<file path="config.mk">
export PLATFORM = sky130hd
export DESIGN_NAME = smb_cfg_slave
export DESIGN_NICKNAME = d
export VERILOG_FILES = /design/src/rtl/smb_cfg_pkg.sv /design/src/rtl/smb_line_filter.sv /design/src/rtl/smb_cfg_ctrl.sv /design/src/rtl/smb_cfg_dpath.sv /design/src/rtl/smb_cfg_slave.sv
export SDC_FILE = /design/constraint.sdc
export NUM_CORES = 1
export LEC_CHECK = 0
export BUFFER_PORTS_ARGS = -buffer_cell sky130_fd_sc_hd__buf_2
export CORE_UTILIZATION = 60
export CTS_BUF_LIST = sky130_fd_sc_hd__clkbuf_8
export DETAILED_ROUTE_END_ITERATION = 7
export MAX_ROUTING_LAYER = met4
export PLACE_DENSITY = 0.81
export SLEW_MARGIN = 10
export SYNTH_ARGS = -nofsm -noshare
export SYNTH_HDL_FRONTEND = slang
export SYNTH_SLANG_ARGS = --single-unit
</file>
<file path="constraint.sdc">
create_clock -name clk -period 3.7 [get_ports clk]
set_input_delay 0.555 -clock clk [delete_from_list [all_inputs] [get_ports clk]]
set_output_delay 0.555 -clock clk [all_outputs]
set_load 0.1 [all_outputs]
</file>
<file path="src/rtl/smb_cfg_pkg.sv">
package smb_cfg_pkg;

  localparam int IDX_W = 4;

  typedef enum logic [2:0] {
    ST_IDLE,
    ST_RECV,
    ST_ACKW,
    ST_SEND,
    ST_ACKR
  } busState_t;

  // Strobes from the protocol controller to the register datapath.
  typedef struct packed {
    logic             shiftIn;
    logic             loadTx;
    logic             shiftTx;
    logic             wrEn;
    logic [IDX_W-1:0] idx;
  } strobe_t;

endpackage

</file>
<file path="src/rtl/smb_line_filter.sv">
module smb_line_filter #(
  parameter int LINES = 2
) (
  input  logic             clk,
  input  logic             rstN,
  input  logic [LINES-1:0] rawIn,
  output logic [LINES-1:0] cleanOut
);

  for (genvar g = 0; g < LINES; g++) begin : gLine
    // pipe[0], pipe[1]: synchroniser; pipe[2]: previous synchronised sample
    logic [2:0] pipe;
    logic       held;

    always_ff @(posedge clk or negedge rstN) begin
      if (!rstN) begin
        pipe <= '1;
        held <= 1'b1;
      end else begin
        pipe <= {pipe[1:0], rawIn[g]};
        if (pipe[2] == pipe[1]) held <= pipe[1];
      end
    end

    assign cleanOut[g] = held;
  end

endmodule

</file>
<file path="src/rtl/smb_cfg_ctrl.sv">
module smb_cfg_ctrl
  import smb_cfg_pkg::*;
#(
  parameter logic [7:0] WR_ADDR = 8'hD2,
  parameter logic [7:0] RD_ADDR = 8'hD3
) (
  input  logic       clk,
  input  logic       rstN,
  input  logic       sclF,
  input  logic       sdaF,
  input  logic [7:0] rxByte,
  input  logic       txBit,
  output strobe_t    stb,
  output logic       sdaOe,
  output busState_t  busState
);

  localparam logic [IDX_W-1:0] IDX_ONE    = IDX_W'(1);
  localparam logic [IDX_W-1:0] IDX_MAX    = '1;
  localparam logic [IDX_W-1:0] FIRST_DATA = IDX_W'(2);

  logic             sclQ, sdaQ;
  logic [3:0]       bitCnt;
  logic [IDX_W-1:0] byteIdx;
  logic             isRead, addrPhase;
  logic             sclRise, sclFall, startCond, stopCond, byteEnd, addrHit;
  logic [IDX_W-1:0] idxNext;

  assign sclRise   = sclF & ~sclQ;
  assign sclFall   = ~sclF & sclQ;
  assign startCond = sclF & sclQ & sdaQ & ~sdaF;
  assign stopCond  = sclF & sclQ & ~sdaQ & sdaF;
  assign byteEnd   = (busState == ST_RECV) && sclFall && (bitCnt == 4'd8);
  assign addrHit   = (rxByte == WR_ADDR) || (rxByte == RD_ADDR);
  assign idxNext   = (byteIdx == IDX_MAX) ? byteIdx : byteIdx + IDX_ONE;

  always_ff @(posedge clk or negedge rstN) begin
    if (!rstN) begin
      sclQ      <= 1'b1;
      sdaQ      <= 1'b1;
      busState  <= ST_IDLE;
      bitCnt    <= '0;
      byteIdx   <= '0;
      isRead    <= 1'b0;
      addrPhase <= 1'b0;
    end else begin
      sclQ <= sclF;
      sdaQ <= sdaF;
      if (stopCond) begin
        busState <= ST_IDLE;
      end else if (startCond) begin
        busState  <= ST_RECV;
        bitCnt    <= '0;
        byteIdx   <= '0;
        isRead    <= 1'b0;
        addrPhase <= 1'b1;
      end else begin
        unique case (busState)
          ST_RECV: begin
            if (sclRise) begin
              bitCnt <= bitCnt + 4'd1;
            end else if (byteEnd) begin
              if (addrPhase) begin
                if (addrHit) begin
                  busState  <= ST_ACKW;
                  isRead    <= (rxByte == RD_ADDR);
                  addrPhase <= 1'b0;
                end else begin
                  busState <= ST_IDLE;
                end
              end else begin
                busState <= ST_ACKW;
                byteIdx  <= idxNext;
              end
            end
          end
          ST_ACKW: begin
            if (sclFall) begin
              bitCnt   <= '0;
              busState <= isRead ? ST_SEND : ST_RECV;
            end
          end
          ST_SEND: begin
            if (sclFall) begin
              bitCnt <= bitCnt + 4'd1;
              if (bitCnt == 4'd7) busState <= ST_ACKR;
            end
          end
          ST_ACKR: begin
            if (sclRise && sdaF) begin
              busState <= ST_IDLE;
            end else if (sclFall) begin
              busState <= ST_SEND;
              bitCnt   <= '0;
              byteIdx  <= idxNext;
            end
          end
          default: busState <= ST_IDLE;
        endcase
      end
    end
  end

  always_comb begin
    stb         = '0;
    stb.shiftIn = (busState == ST_RECV) && sclRise;
    stb.shiftTx = (busState == ST_SEND) && sclFall;
    if ((busState == ST_ACKW) && sclFall && isRead) begin
      stb.loadTx = 1'b1;
      stb.idx    = byteIdx;
    end
    if ((busState == ST_ACKR) && sclFall && !sdaF) begin
      stb.loadTx = 1'b1;
      stb.idx    = idxNext;
    end
    if (byteEnd && !addrPhase && !isRead && (byteIdx >= FIRST_DATA)) begin
      stb.wrEn = 1'b1;
      stb.idx  = byteIdx - FIRST_DATA;
    end
  end

  always_comb begin
    unique case (busState)
      ST_ACKW: sdaOe = 1'b1;
      ST_SEND: sdaOe = ~txBit;
      default: sdaOe = 1'b0;
    endcase
  end

endmodule

</file>
<file path="src/rtl/smb_cfg_dpath.sv">
module smb_cfg_dpath
  import smb_cfg_pkg::*;
#(
  parameter int         NUM_REGS  = 6,
  parameter logic [7:0] REG0_INIT = 8'h00,
  parameter logic [7:0] REGN_INIT = 8'hFF,
  parameter logic [7:0] RSVD_VAL  = 8'h06
) (
  input  logic                  clk,
  input  logic                  rstN,
  input  logic                  sdaF,
  input  strobe_t               stb,
  output logic [7:0]            rxByte,
  output logic                  txBit,
  output logic [NUM_REGS*8-1:0] cfgBus
);

  localparam logic [7:0] COUNT_VAL = 8'(NUM_REGS);

  logic [7:0] regs [NUM_REGS];
  logic [7:0] txShift;
  logic [7:0] txNext;

  always_ff @(posedge clk or negedge rstN) begin
    if (!rstN) begin
      for (int i = 0; i < NUM_REGS; i++) regs[i] <= (i == 0) ? REG0_INIT : REGN_INIT;
    end else begin
      for (int i = 0; i < NUM_REGS; i++) begin
        if (stb.wrEn && (stb.idx == IDX_W'(i))) regs[i] <= rxByte;
      end
    end
  end

  always_ff @(posedge clk or negedge rstN) begin
    if (!rstN) begin
      rxByte  <= '0;
      txShift <= '1;
    end else begin
      if (stb.shiftIn) rxByte <= {rxByte[6:0], sdaF};
      if (stb.loadTx)       txShift <= txNext;
      else if (stb.shiftTx) txShift <= {txShift[6:0], 1'b1};
    end
  end

  // Read index 0 is the count, index k is register k-1, beyond is reserved.
  always_comb begin
    txNext = RSVD_VAL;
    if (stb.idx == '0) txNext = COUNT_VAL;
    for (int i = 0; i < NUM_REGS; i++) begin
      if (stb.idx == IDX_W'(i + 1)) txNext = regs[i];
    end
  end

  assign txBit = txShift[7];

  for (genvar g = 0; g < NUM_REGS; g++) begin : gBus
    assign cfgBus[8*g +: 8] = regs[g];
  end

endmodule

</file>
<file path="src/rtl/smb_cfg_slave.sv">
module smb_cfg_slave
  import smb_cfg_pkg::*;
#(
  parameter int         NUM_REGS  = 6,
  parameter logic [7:0] WR_ADDR   = 8'hD2,
  parameter logic [7:0] RD_ADDR   = 8'hD3,
  parameter logic [7:0] REG0_INIT = 8'h00,
  parameter logic [7:0] REGN_INIT = 8'hFF,
  parameter logic [7:0] RSVD_VAL  = 8'h06
) (
  input  logic                  clk,
  input  logic                  rstN,
  input  logic                  sclIn,
  input  logic                  sdaIn,
  output logic                  sdaOe,
  output logic [NUM_REGS*8-1:0] cfgBus,
  output logic                  freqFromReg,
  output logic [4:0]            freqCode,
  output logic                  spreadEn,
  output logic                  outTristate
);

  logic [1:0] lineClean;
  logic       sclF, sdaF;
  logic [7:0] rxByte;
  logic       txBit;
  strobe_t    stb;
  busState_t  busState;

  smb_line_filter #(.LINES(2)) uFilt (
    .clk      (clk),
    .rstN     (rstN),
    .rawIn    ({sclIn, sdaIn}),
    .cleanOut (lineClean)
  );

  assign sclF = lineClean[1];
  assign sdaF = lineClean[0];

  smb_cfg_ctrl #(.WR_ADDR(WR_ADDR), .RD_ADDR(RD_ADDR)) uCtrl (
    .clk      (clk),
    .rstN     (rstN),
    .sclF     (sclF),
    .sdaF     (sdaF),
    .rxByte   (rxByte),
    .txBit    (txBit),
    .stb      (stb),
    .sdaOe    (sdaOe),
    .busState (busState)
  );

  smb_cfg_dpath #(
    .NUM_REGS  (NUM_REGS),
    .REG0_INIT (REG0_INIT),
    .REGN_INIT (REGN_INIT),
    .RSVD_VAL  (RSVD_VAL)
  ) uDpath (
    .clk    (clk),
    .rstN   (rstN),
    .sdaF   (sdaF),
    .stb    (stb),
    .rxByte (rxByte),
    .txBit  (txBit),
    .cfgBus (cfgBus)
  );

  assign freqFromReg = cfgBus[3];
  assign freqCode    = {cfgBus[2], cfgBus[7:4]};
  assign spreadEn    = cfgBus[1];
  assign outTristate = cfgBus[0];

endmodule

</file>
==> impl_metrics.csv, run 1 <==
group,metric,value,unit
outcome,outcome,"completed",
timing,timing.max_slew.rel_slack,30.31,%
die,std_cell_rows,32,
timing,least_margin_pin_slew,1045,ps
grt,globalRouteMet1Util,39.86,%
timing,post-route-period-util,88.78,%
placement,placer_congestion_estimate,0.9191,
critical_path,r2r_setup_slack,420,ps
timing,final_hold_viol_count,0,
critical_path,cp_max_fo,9,
synth,ffs_w_async_s_r_synth,100.0,%
layout,drive_gt1_share,49.67,%
critical_path,worstSetupEndpointType,"flop",
grt,grt.total_usage,28.45,%
drt,ant_nets_after_route,0,
synth,syn-instance-count,403,
grt,grt_antenna_before_repair,0,
drt,route.vias.total,3506,
placement,hpwl,7662,µm
drt,drt_iter0_drc,221,
layout,synthesis_to_layout_area_growth,9.444,%
die,initial_core_util,62.06,%
clock_tree,cts-resized-gates,0,
die,io_pins,61,
die,dieHeight,91.41,µm
die,area_of_the_die,8355,µm²
drt,drtPass1Iterations,5,
clock_tree,clock_latency_late_sink,370,ps
pwr,proportion_of_power_drawn_by_combinational_gates,20.4,%
clock_tree,cts_inserted_buffers,9,
synth,total_nets_after_synthesis,413,
timing,report.final.slew_viol_count,0,
clock_tree,clk_transition_reported_paths,100,ps
synth,synth.top_cells.by_count,"sky130_fd_sc_hd__dfstp_2, sky130_fd_sc_hd__mux2_2, sky130_fd_sc_hd__dfrtp_1",
drt,drc,0,
pwr,switching_share,35.83,%
timing,setup_viol_count_final,0,
timing,final.setup.tns,0,ps
layout,final-instance-count-excl-fill,559,
placement,place.detailed.instances,543,
pwr,internal_power,1.512,mW
clock_tree,htree_num_levels,3,
grt,grt_first_pass_wirelength,17660,µm
synth,post_synth_mux_area_share,16.85,%
critical_path,startpoint_type,"flop",
synth,post_synthesis_cell_area,4796,µm²
clock_tree,clock_sink_count,87,
grt,grtUsageMet3,5.276,%
hold_path,hold_path.class,"in2reg",
flow_run,drv.max_cap_violation_count,0,
synth,number_of_flops_mapped_to_enable_cells_by_yosys,0,
drt,wl,10920,µm
grt,gr-max-usage-layer,"met2",
grt,first_global_vias,3298,
die,die_width,91.41,µm
synth,yosys.cell_count.top_type,"sky130_fd_sc_hd__dfstp_2",
pwr,power.static_leakage,2.461,nW
clock_tree,cts_tree,"done",
pwr,fraction_of_power_consumed_by_sequential_logic,54.0,%
synth,synth.yosys.warnings,0,
layout,antenna-diode-count,0,
critical_path,crit_start,"uCtrl.byteIdx[0]",
synth,yosysUniqueCellTypes,76,
placement,place.port_buffers,60,
clock_tree,clockBufferDepth,2,
synth,synth-seq-area-share,46.91,%
synth,synth_compound_gate_area_share,16.15,%
critical_path,rr_endpoint,"uDpath.cfgBus[5]",
synth,synth_fa_ha_area_share,1.983,%
critical_path,critical_path_class,"reg2reg",
die,design.core.area,7727,µm²
grt,gr-usage-met2,42.04,%
critical_path,crit_path_end,"uDpath.cfgBus[5]",
clock_tree,clock-root-buffer,"sky130_fd_sc_hd__clkbuf_8",
synth,yosys-top-cells-area,"sky130_fd_sc_hd__dfstp_2, sky130_fd_sc_hd__dfrtp_1, sky130_fd_sc_hd__mux2_2",
layout,finish.net_count,462,
drt,drt-vias-per-instance,6.272,
pwr,p_total,2.356,mW
critical_path,reg2reg_depth,8,
drt,wl_per_cell,19.54,µm
pwr,switching_power,0.8442,mW
synth,postSynthRegisterBits,87,
pwr,share_clk_of_total_power,25.6,%
synth,avgSynthCellArea,11.90,µm²
critical_path,crit_arrival,3540,ps
synth,synth_xor_area_share,0.3652,%
grt,gr-total-overflow,0,
layout,post-route-util,67.92,%
timing,setup_repair_after_global_routing_missed_its_margin,"no",
pwr,cellPowerDensity,448.9,nW/µm²
timing,finalWorstPathRequiredPeriod,3285,ps
synth,dominantRegCellSynth,"sky130_fd_sc_hd__dfstp_2",
clock_tree,cts_post_setup_buffers_inserted,0,
pwr,worst_ir_drop_vdd,0.3418,mV
hold_path,hold_path.startpoint,"sdaIn",
critical_path,critical_path.reg2reg.startpoint,"uCtrl.byteIdx[0]",
timing,final.setup_skew,15.56,ps
hold_path,timing.hold.worst_path_depth,1,
synth,yosys.area.top_type,"sky130_fd_sc_hd__dfstp_2",
clock_tree,post_cts_hold_buffer_count,0,
synth,largest_family_of_logic_cells_by_synthesized_area,"multiplexers",
critical_path,crit_required,3960,ps
timing,fmaxAchievable,304.4,MHz
grt,grt_start_max_net_pins,88,
synth,synth-simple-area-share,13.20,%
synth,yosysTopAreaCellShare,31.78,%
-- worst max-delay path, stage by stage (launching register included) --
cell	delay (ps)
sky130_fd_sc_hd__dfrtp_1	570
sky130_fd_sc_hd__inv_1	80
sky130_fd_sc_hd__ha_1	240
sky130_fd_sc_hd__or4_4	540
sky130_fd_sc_hd__and4_4	220
sky130_fd_sc_hd__o31ai_4	250
sky130_fd_sc_hd__and2_1	420
sky130_fd_sc_hd__and3_1	460
sky130_fd_sc_hd__mux2_2	400
-- routing by layer --
metal  wire [µm]  up-vias  part of all wire [%]
met5           0        -                     0
met4         172        0                   1.6
met3         533       16                   4.9
met2        5075      120                    46
met1        5143     1769                    47
li1            -     1601                     -
-- worst min-delay path by stage --
stage                                   to
global placement    uFilt.gLine[0].pipe[1]
floorplan                  uCtrl.addrPhase
finish              uFilt.gLine[0].pipe[0]
global route        uFilt.gLine[0].pipe[0]
detailed placement  uFilt.gLine[1].pipe[1]
CTS                 uFilt.gLine[0].pipe[0]
-- stage by stage --
step	hold slack [ps]	area (µm²)	setup slack (ps)
2_1_floorplan	259.4	4796	227.7
3_5_place_dp	347.8	5076	431.9
5_1_grt	258.1	5249	238.6
4_1_cts	274.8	5249	405.0
6_report	288.2	5249	415.1
3_3_place_gp	346.6	5076	534.5
-- power groups by stage --
stage | clock [mW] | combinational (mW) | sequential, mW
floorplan | 0 | 0.441 | 1.17
global placement | 0 | 0.459 | 1.27
detailed placement | 0 | 0.477 | 1.28
CTS | 0.615 | 0.480 | 1.26
global route | 0.652 | 0.530 | 1.29
finish | 0.604 | 0.481 | 1.27
-- sequential cells by signal, indices dropped and copies added (netlist names) --
register,cells
uDpath.cfgBus,48
uDpath.rxByte,8
uDpath.txShift,8
uFilt.gLine.pipe,6
uCtrl.bitCnt,4
uCtrl.byteIdx,4
uCtrl.busState,3
uFilt.gLine.held,2
uCtrl.addrPhase,1
uCtrl.isRead,1
uCtrl.sclQ,1
uCtrl.sdaQ,1
-- placed cells by master, fill, tap and decap left out, drive strengths merged, types with 3 or more instances in the layout --
| master | instances |
|---|---|
| a21boi | 4 |
| a21oi | 15 |
| a221oi | 6 |
| a31oi | 10 |
| and3 | 6 |
| buf | 63 |
| clkbuf | 9 |
| clkinvlp | 3 |
| dfrtp | 29 |
| dfstp | 58 |
| ha | 6 |
| inv | 15 |
| mux2 | 62 |
| mux2i | 8 |
| nand2 | 21 |
| nand3 | 10 |
| nand4 | 3 |
| nor2 | 21 |
| nor2b | 6 |
| nor3 | 16 |
| nor3b | 4 |
| o211a | 6 |
| o211ai | 4 |
| o21ai | 19 |
| o31ai | 8 |
-- logic make-up (layout without fill, tap and decap cells) --
logic type | count (synthesis) | in the layout
compound gates | 98 | 98
xor+xnor | 2 | 2
fa+ha+maj | 8 | 8
buf+inv | 37 | 91
flops | 87 | 87
mux | 70 | 70
simple gates | 101 | 101
-- layout make-up --
cell class,instances,area [µm²]
fillers,568,2479
multi-input cells,279,2328
flip-flops and latches,87,2250
repair buffers,63,325.3
well taps,102,127.6
clock buffers,9,123.9
clock inverters,7,48.80
inverters,12,45.04
Power figures use the tool's default switching activity.
==> inputs of run 2 (changes only) <==
--- a/config.mk
+++ b/config.mk
@@ -5,6 +5,7 @@
 export SDC_FILE = /design/constraint.sdc
 export NUM_CORES = 1
 export LEC_CHECK = 0
+export ABC_AREA = 1
 export BUFFER_PORTS_ARGS = -buffer_cell sky130_fd_sc_hd__buf_2
 export CORE_UTILIZATION = 60
 export CTS_BUF_LIST = sky130_fd_sc_hd__clkbuf_8
@@ -14,4 +15,5 @@
 export SLEW_MARGIN = 10
 export SYNTH_ARGS = -nofsm -noshare
 export SYNTH_HDL_FRONTEND = slang
+export SYNTH_HIERARCHICAL = 1
 export SYNTH_SLANG_ARGS = --single-unit
==> impl_metrics.csv, run 2 <==
group,metric,value,unit
synth,post_synthesis_cell_area,4796,µm²
die,design.core.area,7727,µm²
grt,first_global_vias,3696,
layout,finish.net_count,671,
synth,yosys.cell_count.top_type,"sky130_fd_sc_hd__nand2_1",
timing,timing.max_slew.rel_slack,30.56,%
layout,layout_common_cells,"sky130_fd_sc_hd__nand2_1, sky130_fd_sc_hd__inv_1, sky130_fd_sc_hd__buf_2",
clock_tree,clock-root-buffer,"sky130_fd_sc_hd__clkbuf_8",
synth,yosys.area.top_type,"sky130_fd_sc_hd__dfstp_2",
drt,drtPass1Iterations,5,
layout,filler_cells_inserted,640,
timing,setup_repair_after_global_routing_missed_its_margin,"no",
pwr,share_clk_of_total_power,32.0,%
flow_run,drv.max_cap_violation_count,0,
synth,synth.yosys.warnings,6,
clock_tree,cts_tree,"done",
drt,ant_nets_after_route,0,
die,std_cell_rows,32,
pwr,proportion_of_power_drawn_by_combinational_gates,15.0,%
placement,placer_congestion_estimate,0.9608,
timing,finalWorstPathRequiredPeriod,3183,ps
critical_path,critical_path.reg2reg.startpoint,"uCtrl/sclQ",
timing,setup_viol_count_final,0,
synth,total_nets_after_synthesis,622,
layout,most_common_cell_after_layout_fill_and_taps_aside,"sky130_fd_sc_hd__nand2_1",
timing,final.setup.tns,0,ps
pwr,power.static_leakage,2.510,nW
synth,syn-instance-count,612,
clock_tree,post_cts_hold_buffer_count,0,
layout,largest_register_ff_count,48,
pwr,cellPowerDensity,389.7,nW/µm²
drt,drt_iter0_drc,389,
timing,final.setup_skew,15.85,ps
die,area_of_the_die,8355,µm²
grt,grtUsageMet3,5.528,%
pwr,worst_ir_drop_vdd,0.3470,mV
layout,synthesis_to_layout_area_growth,9.966,%
die,die_width,91.41,µm
critical_path,startpoint_type,"flop",
synth,synth.top_cells.by_count,"sky130_fd_sc_hd__nand2_1, sky130_fd_sc_hd__inv_1, sky130_fd_sc_hd__dfstp_2",
placement,place.port_buffers,60,
clock_tree,clock_sink_count,87,
synth,ffs_w_async_s_r_synth,100.0,%
layout,antenna-diode-count,0,
grt,gr-max-usage-layer,"met2",
layout,drive_gt1_share,27.78,%
timing,final_hold_viol_count,0,
pwr,switching_power,0.6673,mW
pwr,internal_power,1.388,mW
hold_path,hold_path.class,"in2reg",
timing,least_margin_pin_slew,1042,ps
timing,fmaxAchievable,314.2,MHz
die,io_pins,61,
timing,fin_worst_hold_slack,282.6,ps
die,dieHeight,91.41,µm
timing,report.final.slew_viol_count,0,
grt,gr-total-overflow,0,
drt,drc,0,
clock_tree,cts-resized-gates,0,
clock_tree,htree_num_levels,3,
grt,grt_first_pass_wirelength,19080,µm
synth,yosysTopAreaCellShare,31.78,%
hold_path,hold_path.startpoint,"sdaIn",
synth,dominantRegCellSynth,"sky130_fd_sc_hd__dfstp_2",
clock_tree,clockBufferDepth,2,
critical_path,crit_arrival,3490,ps
grt,grt_antenna_before_repair,0,
outcome,outcome,"completed",
grt,globalRouteMet1Util,42.29,%
grt,gr-usage-met2,47.62,%
clock_tree,cts_post_setup_buffers_inserted,0,
critical_path,cp_max_fo,11,
clock_tree,cts_inserted_buffers,9,
drt,route.vias.total,4202,
clock_tree,clk_transition_reported_paths,110,ps
drt,drt-vias-per-instance,5.471,
hold_path,hold_end,"uFilt/gLine[0].pipe[0]",
critical_path,critical_path_class,"reg2reg",
synth,postSynthRegisterBits,87,
clock_tree,clock_latency_late_sink,370,ps
synth,number_of_flops_mapped_to_enable_cells_by_yosys,0,
pwr,fraction_of_power_consumed_by_sequential_logic,52.9,%
layout,multi_input_area,2085,µm²
synth,avgSynthCellArea,7.836,µm²
hold_path,timing.hold.worst_path_depth,1,
critical_path,r2r_setup_slack,520,ps
critical_path,rr_endpoint,"uDpath/txShift[4]",
drt,wl,11820,µm
synth,synth-seq-area-share,46.91,%
synth,yosysUniqueCellTypes,35,
timing,post-route-period-util,86.02,%
die,initial_core_util,62.06,%
grt,grt.total_usage,30.59,%
critical_path,worstSetupEndpointType,"flop",
critical_path,crit_required,4000,ps
grt,grt_start_max_net_pins,88,
layout,seqCellArea,2250,µm²
synth,yosys-top-cells-area,"sky130_fd_sc_hd__dfstp_2, sky130_fd_sc_hd__dfrtp_1, sky130_fd_sc_hd__nand2_1",
pwr,switching_share,32.47,%
critical_path,reg2reg_depth,14,
drt,wl_per_cell,15.39,µm
placement,hpwl,8584,µm
run 2: layout make-up:
| type | instances | share of cell area [%] |
|---|---|---|
| Sequential cell | 87 | 42.66 |
| Timing Repair Buffer | 62 | 6.026 |
| Tap cell | 102 | 2.420 |
| Multi-Input combinational cell | 422 | 39.53 |
| Clock buffer | 9 | 2.349 |
| Clock inverter | 7 | 1.400 |
| Inverter | 79 | 5.623 |
run 2: logic make-up (layout without fill, tap and decap cells):
family | count (synthesis) | after routing | synth area share [%]
AO/OA/AOI/OAI | 89 | 89 | 10.33
XOR/XNOR | 4 | 4 | 0.7306
adder cells (fa/ha/maj) | 6 | 6 | 1.565
buffers and inverters | 103 | 157 | 9.627
flip-flops | 87 | 87 | 46.91
AND/OR/NAND/NOR | 323 | 323 | 30.84
run 2: metrics by stage:
| stage | instances | area [µm²] | setup slack (ps) | util, % | power (mW) |
|---|---|---|---|---|---|
| after detailed placement | 752 | 5076 | 598.7 | 65.69 | 1.405 |
| after CTS | 768 | 5274 | 574.6 | 68.25 | 2.065 |
| after global routing | 768 | 5274 | 186.3 | 68.25 | 2.164 |
| after floorplan | 612 | 4796 | 1019 | - | 1.314 |
| after global placement | 752 | 5076 | 681.7 | 65.69 | 1.380 |
| final | 768 | 5274 | 517.1 | 68.25 | 2.055 |
run 2: power groups by stage:
stage / registers [mW] / clock network (mW) / logic [mW]
floorplan: 1.08 / 0 / 0.234
global placement: 1.09 / 0 / 0.286
detailed placement: 1.10 / 0 / 0.305
CTS: 1.08 / 0.674 / 0.306
global route: 1.10 / 0.712 / 0.356
finish: 1.09 / 0.658 / 0.309
run 2: worst max path at each step:
stage	start	to	slack, ps
2_1_floorplan	uCtrl/busState[2]	sdaOe	1020
3_3_place_gp	uCtrl/sclQ	uDpath/txShift[1]	680
3_5_place_dp	uCtrl/sclQ	uDpath/txShift[5]	600
4_1_cts	uCtrl/sclQ	uDpath/txShift[4]	570
5_1_grt	uCtrl/sclQ	uDpath/txShift[4]	190
6_report	uCtrl/sclQ	uDpath/txShift[4]	520
run 2: layer usage:
layer	vias up	share of wire [%]
met4	0	1.2
met1	1958	44
met2	192	47
met5	-	0
li1	2038	-
met3	14	7.4
run 2: worst max-delay path, stage by stage (launching register included):
cell and delay [ps]:
sky130_fd_sc_hd__dfstp_2 560, sky130_fd_sc_hd__nand2_1 180, sky130_fd_sc_hd__nor3_1 330, sky130_fd_sc_hd__inv_1 150, sky130_fd_sc_hd__o22ai_1 130, sky130_fd_sc_hd__inv_1 50, sky130_fd_sc_hd__nand2_1 220, sky130_fd_sc_hd__inv_1 70
sky130_fd_sc_hd__nor2_1 570, sky130_fd_sc_hd__nand2_1 400, sky130_fd_sc_hd__nand2_1 160, sky130_fd_sc_hd__inv_1 50, sky130_fd_sc_hd__nand3_1 70, sky130_fd_sc_hd__nand2_1 50, sky130_fd_sc_hd__a21oi_1 130
==> inputs of run 3 (changes only) <==
--- a/config.mk
+++ b/config.mk
@@ -7,13 +7,13 @@
 export LEC_CHECK = 0
 export ABC_AREA = 1
 export BUFFER_PORTS_ARGS = -buffer_cell sky130_fd_sc_hd__buf_2
+export CORE_ASPECT_RATIO = 2
 export CORE_UTILIZATION = 60
-export CTS_BUF_LIST = sky130_fd_sc_hd__clkbuf_8
+export CTS_BUF_LIST = sky130_fd_sc_hd__clkbuf_4 sky130_fd_sc_hd__clkbuf_8
 export DETAILED_ROUTE_END_ITERATION = 7
 export MAX_ROUTING_LAYER = met4
-export PLACE_DENSITY = 0.81
+export PLACE_DENSITY = 0.82
 export SLEW_MARGIN = 10
 export SYNTH_ARGS = -nofsm -noshare
 export SYNTH_HDL_FRONTEND = slang
-export SYNTH_HIERARCHICAL = 1
 export SYNTH_SLANG_ARGS = --single-unit
==> impl_metrics.csv, run 3 <==
group,metric,value,unit
outcome,outcome,"completed",
synth,synth.top_cells.by_count,"sky130_fd_sc_hd__nand2_1, sky130_fd_sc_hd__inv_1, sky130_fd_sc_hd__dfstp_2",
flow_run,drv.max_cap_violation_count,0,
synth,largest_family_of_logic_cells_by_synthesized_area,"simple AND/OR/NAND/NOR gates",
drt,drt-vias-per-instance,5.576,
grt,first_global_vias,3836,
critical_path,cp_max_fo,9,
hold_path,timing.hold.worst_path_depth,1,
hold_path,hold_path.class,"in2reg",
placement,placer_congestion_estimate,0.9362,
die,std_cell_rows,44,
clock_tree,htree_num_levels,3,
die,dieHeight,125.6,µm
layout,finish.net_count,614,
layout,synthesis_to_layout_area_growth,10.37,%
critical_path,critical_path.n_buffers_inverters,1,
layout,most_common_cell_after_layout_fill_and_taps_aside,"sky130_fd_sc_hd__nand2_1",
die,io_pins,61,
die,area_of_the_die,8015,µm²
synth,post_synth_mux_area_share,0,%
synth,synth-simple-area-share,29.09,%
clock_tree,cts_inserted_buffers,9,
placement,hpwl,8210,µm
clock_tree,clockBufferDepth,2,
critical_path,crit_arrival,2660,ps
critical_path,timing.critical_path.slowest_stage_cell,"sky130_fd_sc_hd__dfrtp_1",
synth,yosys.area.top_type,"sky130_fd_sc_hd__dfstp_2",
timing,least_margin_pin_slew,1046,ps
placement,placed_instance_area,4878,µm²
die,design.core.area,7322,µm²
clock_tree,post_cts_hold_buffer_count,0,
timing,fmaxAchievable,426.0,MHz
timing,setup_repair_after_global_routing_missed_its_margin,"no",
die,die_width,63.81,µm
critical_path,critPathMaxStageDelay,470,ps
grt,grt_start_max_net_pins,88,
synth,total_nets_after_synthesis,559,
critical_path,crit_start,"uCtrl.byteIdx[0]",
synth,avgSynthCellArea,8.350,µm²
timing,finalWorstPathRequiredPeriod,2348,ps
die,initial_core_util,62.61,%
timing,final.setup_skew,11.58,ps
drt,route.vias.total,3909,
grt,grt_antenna_before_repair,0,
clock_tree,clock_sink_count,87,
placement,place.port_buffers,60,
grt,grt_first_pass_wirelength,18080,µm
critical_path,cpLargestDelayFamily,"simple AND/OR/NAND/NOR gates",
clock_tree,cts-resized-gates,0,
clock_tree,cts_post_setup_buffers_inserted,0,
layout,layout_common_cells,"sky130_fd_sc_hd__nand2_1, sky130_fd_sc_hd__inv_1, sky130_fd_sc_hd__buf_2",
synth,postSynthRegisterBits,87,
timing,setup_viol_count_final,0,
synth,number_of_flops_mapped_to_enable_cells_by_yosys,0,
synth,yosys.cell_count.top_type,"sky130_fd_sc_hd__nand2_1",
layout,drive_gt1_share,31.36,%
synth,synth_compound_gate_area_share,11.22,%
critical_path,reg2reg_depth,15,
hold_path,hold_path.startpoint,"sclIn",
synth,yosys-top-cells-area,"sky130_fd_sc_hd__dfstp_2, sky130_fd_sc_hd__dfrtp_1, sky130_fd_sc_hd__nand2_1",
critical_path,rr_endpoint,"uDpath.txShift[1]",
clock_tree,clock-root-buffer,"sky130_fd_sc_hd__clkbuf_8",
critical_path,worstSetupEndpointType,"flop",
synth,post_synthesis_cell_area,4584,µm²
critical_path,startpoint_type,"flop",
drt,drtPass1Iterations,5,
timing,timing.max_slew.rel_slack,30.29,%
critical_path,crit_required,4010,ps
synth,yosysUniqueCellTypes,39,
clock_tree,clk_transition_reported_paths,90,ps
drt,drc,0,
layout,fin_area,5060,µm²
pwr,power.static_leakage,2.382,nW
drt,ant_nets_after_route,0,
critical_path,critical_path.cell_chain,"inv_1 -> ha_1 -> nor2_1 -> a21oi_1 -> nand3_1 -> nand2_1 -> nand2_2 -> nand2_4 -> nor2_1 -> nand2_4 -> or2_1 -> nand3_1 -> nand2_1 -> nand2_1 -> nand2_1",
layout,antenna-diode-count,0,
drt,wl_per_cell,15.41,µm
timing,post-route-period-util,63.45,%
clock_tree,cts_tree,"done",
clock_tree,clock_latency_late_sink,380,ps
synth,synth-seq-area-share,49.07,%
synth,yosysTopAreaCellShare,33.24,%
synth,syn-instance-count,549,
critical_path,critical_path.reg2reg.startpoint,"uCtrl.byteIdx[0]",
critical_path,crit_top_cell,"sky130_fd_sc_hd__nand2_1",
timing,final_hold_viol_count,0,
timing,final.setup.tns,0,ps
grt,grt.total_usage,30.56,%
synth,synth_xor_area_share,0.3821,%
pwr,cellPowerDensity,415.9,nW/µm²
synth,synth.yosys.warnings,0,
grt,gr-total-overflow,0,
synth,synth_fa_ha_area_share,2.074,%
drt,wl,10800,µm
critical_path,r2r_setup_slack,1350,ps
timing,report.final.slew_viol_count,0,
critical_path,critical_path_class,"reg2reg",
drt,drt_iter0_drc,339,
synth,dominantRegCellSynth,"sky130_fd_sc_hd__dfstp_2",
pwr,worst_ir_drop_vdd,0.3506,mV
layout,largest_register_ff_count,48,
synth,ffs_w_async_s_r_synth,100.0,%
hold_path,hold_end,"uFilt.gLine[1].pipe[0]",
run 3: changes by cell type in the layout (fill, tap and decap cells not counted), sizes merged, moves of 3 or more:
cell / before / now
o21ai: 75 / 71
inv: 84 / 70
nand3b: 4 / 1
nor2: 58 / 46
nor3: 7 / 10
nand4: 6 / 11
nand3: 58 / 21
nand2: 189 / 185
run 3: report_power, final:
part / total (mW) / internal [mW] / switching, mW
clock network: 0.628 / 0.261 / 0.366
logic: 0.368 / 0.114 / 0.254
registers: 1.11 / 1.03 / 0.0747
total: 2.10 / 1.41 / 0.695
run 3: worst max-delay path by stage:
stage	to	cells past startpoint
global route	uDpath.txShift[1]	15
floorplan	sdaOe	2
detailed placement	uDpath.txShift[2]	13
global placement	uDpath.txShift[2]	13
finish	uDpath.txShift[1]	15
CTS	uDpath.txShift[2]	13
run 3: metrics by stage:
stage                     worst slack (ps)  hold slack (ps)  std cells  total power [mW]  util [%]
after floorplan                       1048            259.4        549             1.372         -
final                                 1352            266.1        701             2.104     69.10
after CTS                             1358            260.2        701             2.101     69.10
after global routing                  1155            252.3        701             2.205     69.10
after global placement                1398            346.3        685             1.464     66.63
after detailed placement              1384            348.1        685             1.482     66.63
run 3: cell type report:
cell class                      count  area, µm²
Sequential cell                    87       2250
Clock inverter                      6      50.05
Inverter                           66      250.2
Tap cell                           92      115.1
Fill cell                         607       2262
Multi-Input combinational cell    380       1961
Clock buffer                       10      131.4
Timing Repair Buffer               60      302.8
run 3: cell families (layout without fill, tap and decap cells):
logic type	Yosys count	after routing
AND/OR/NAND/NOR	280	280
adder cells (fa/ha/maj)	8	8
flip-flops	87	87
buffers and inverters	82	142
XOR/XNOR	2	2
AO/OA/AOI/OAI	90	90
run 3: worst reg2reg max path: cells and delay by family, from the launching register on:
family	cells	cell delay [ps]
adder cells (fa/ha/maj)	1	200
flip-flops	1	470
AO/OA/AOI/OAI	1	90
AND/OR/NAND/NOR	12	1450
buffers and inverters	1	90
run 3: metal layers:
layer | GRT usage, % | share of wire, % | vias up
met4 | 18.05 | 3.9 | 0
met2 | 55.01 | 56 | 130
met1 | 31.20 | 36 | 1877
met5 | - | 0 | -
met3 | 2.717 | 4.0 | 39
li1 | - | - | 1863
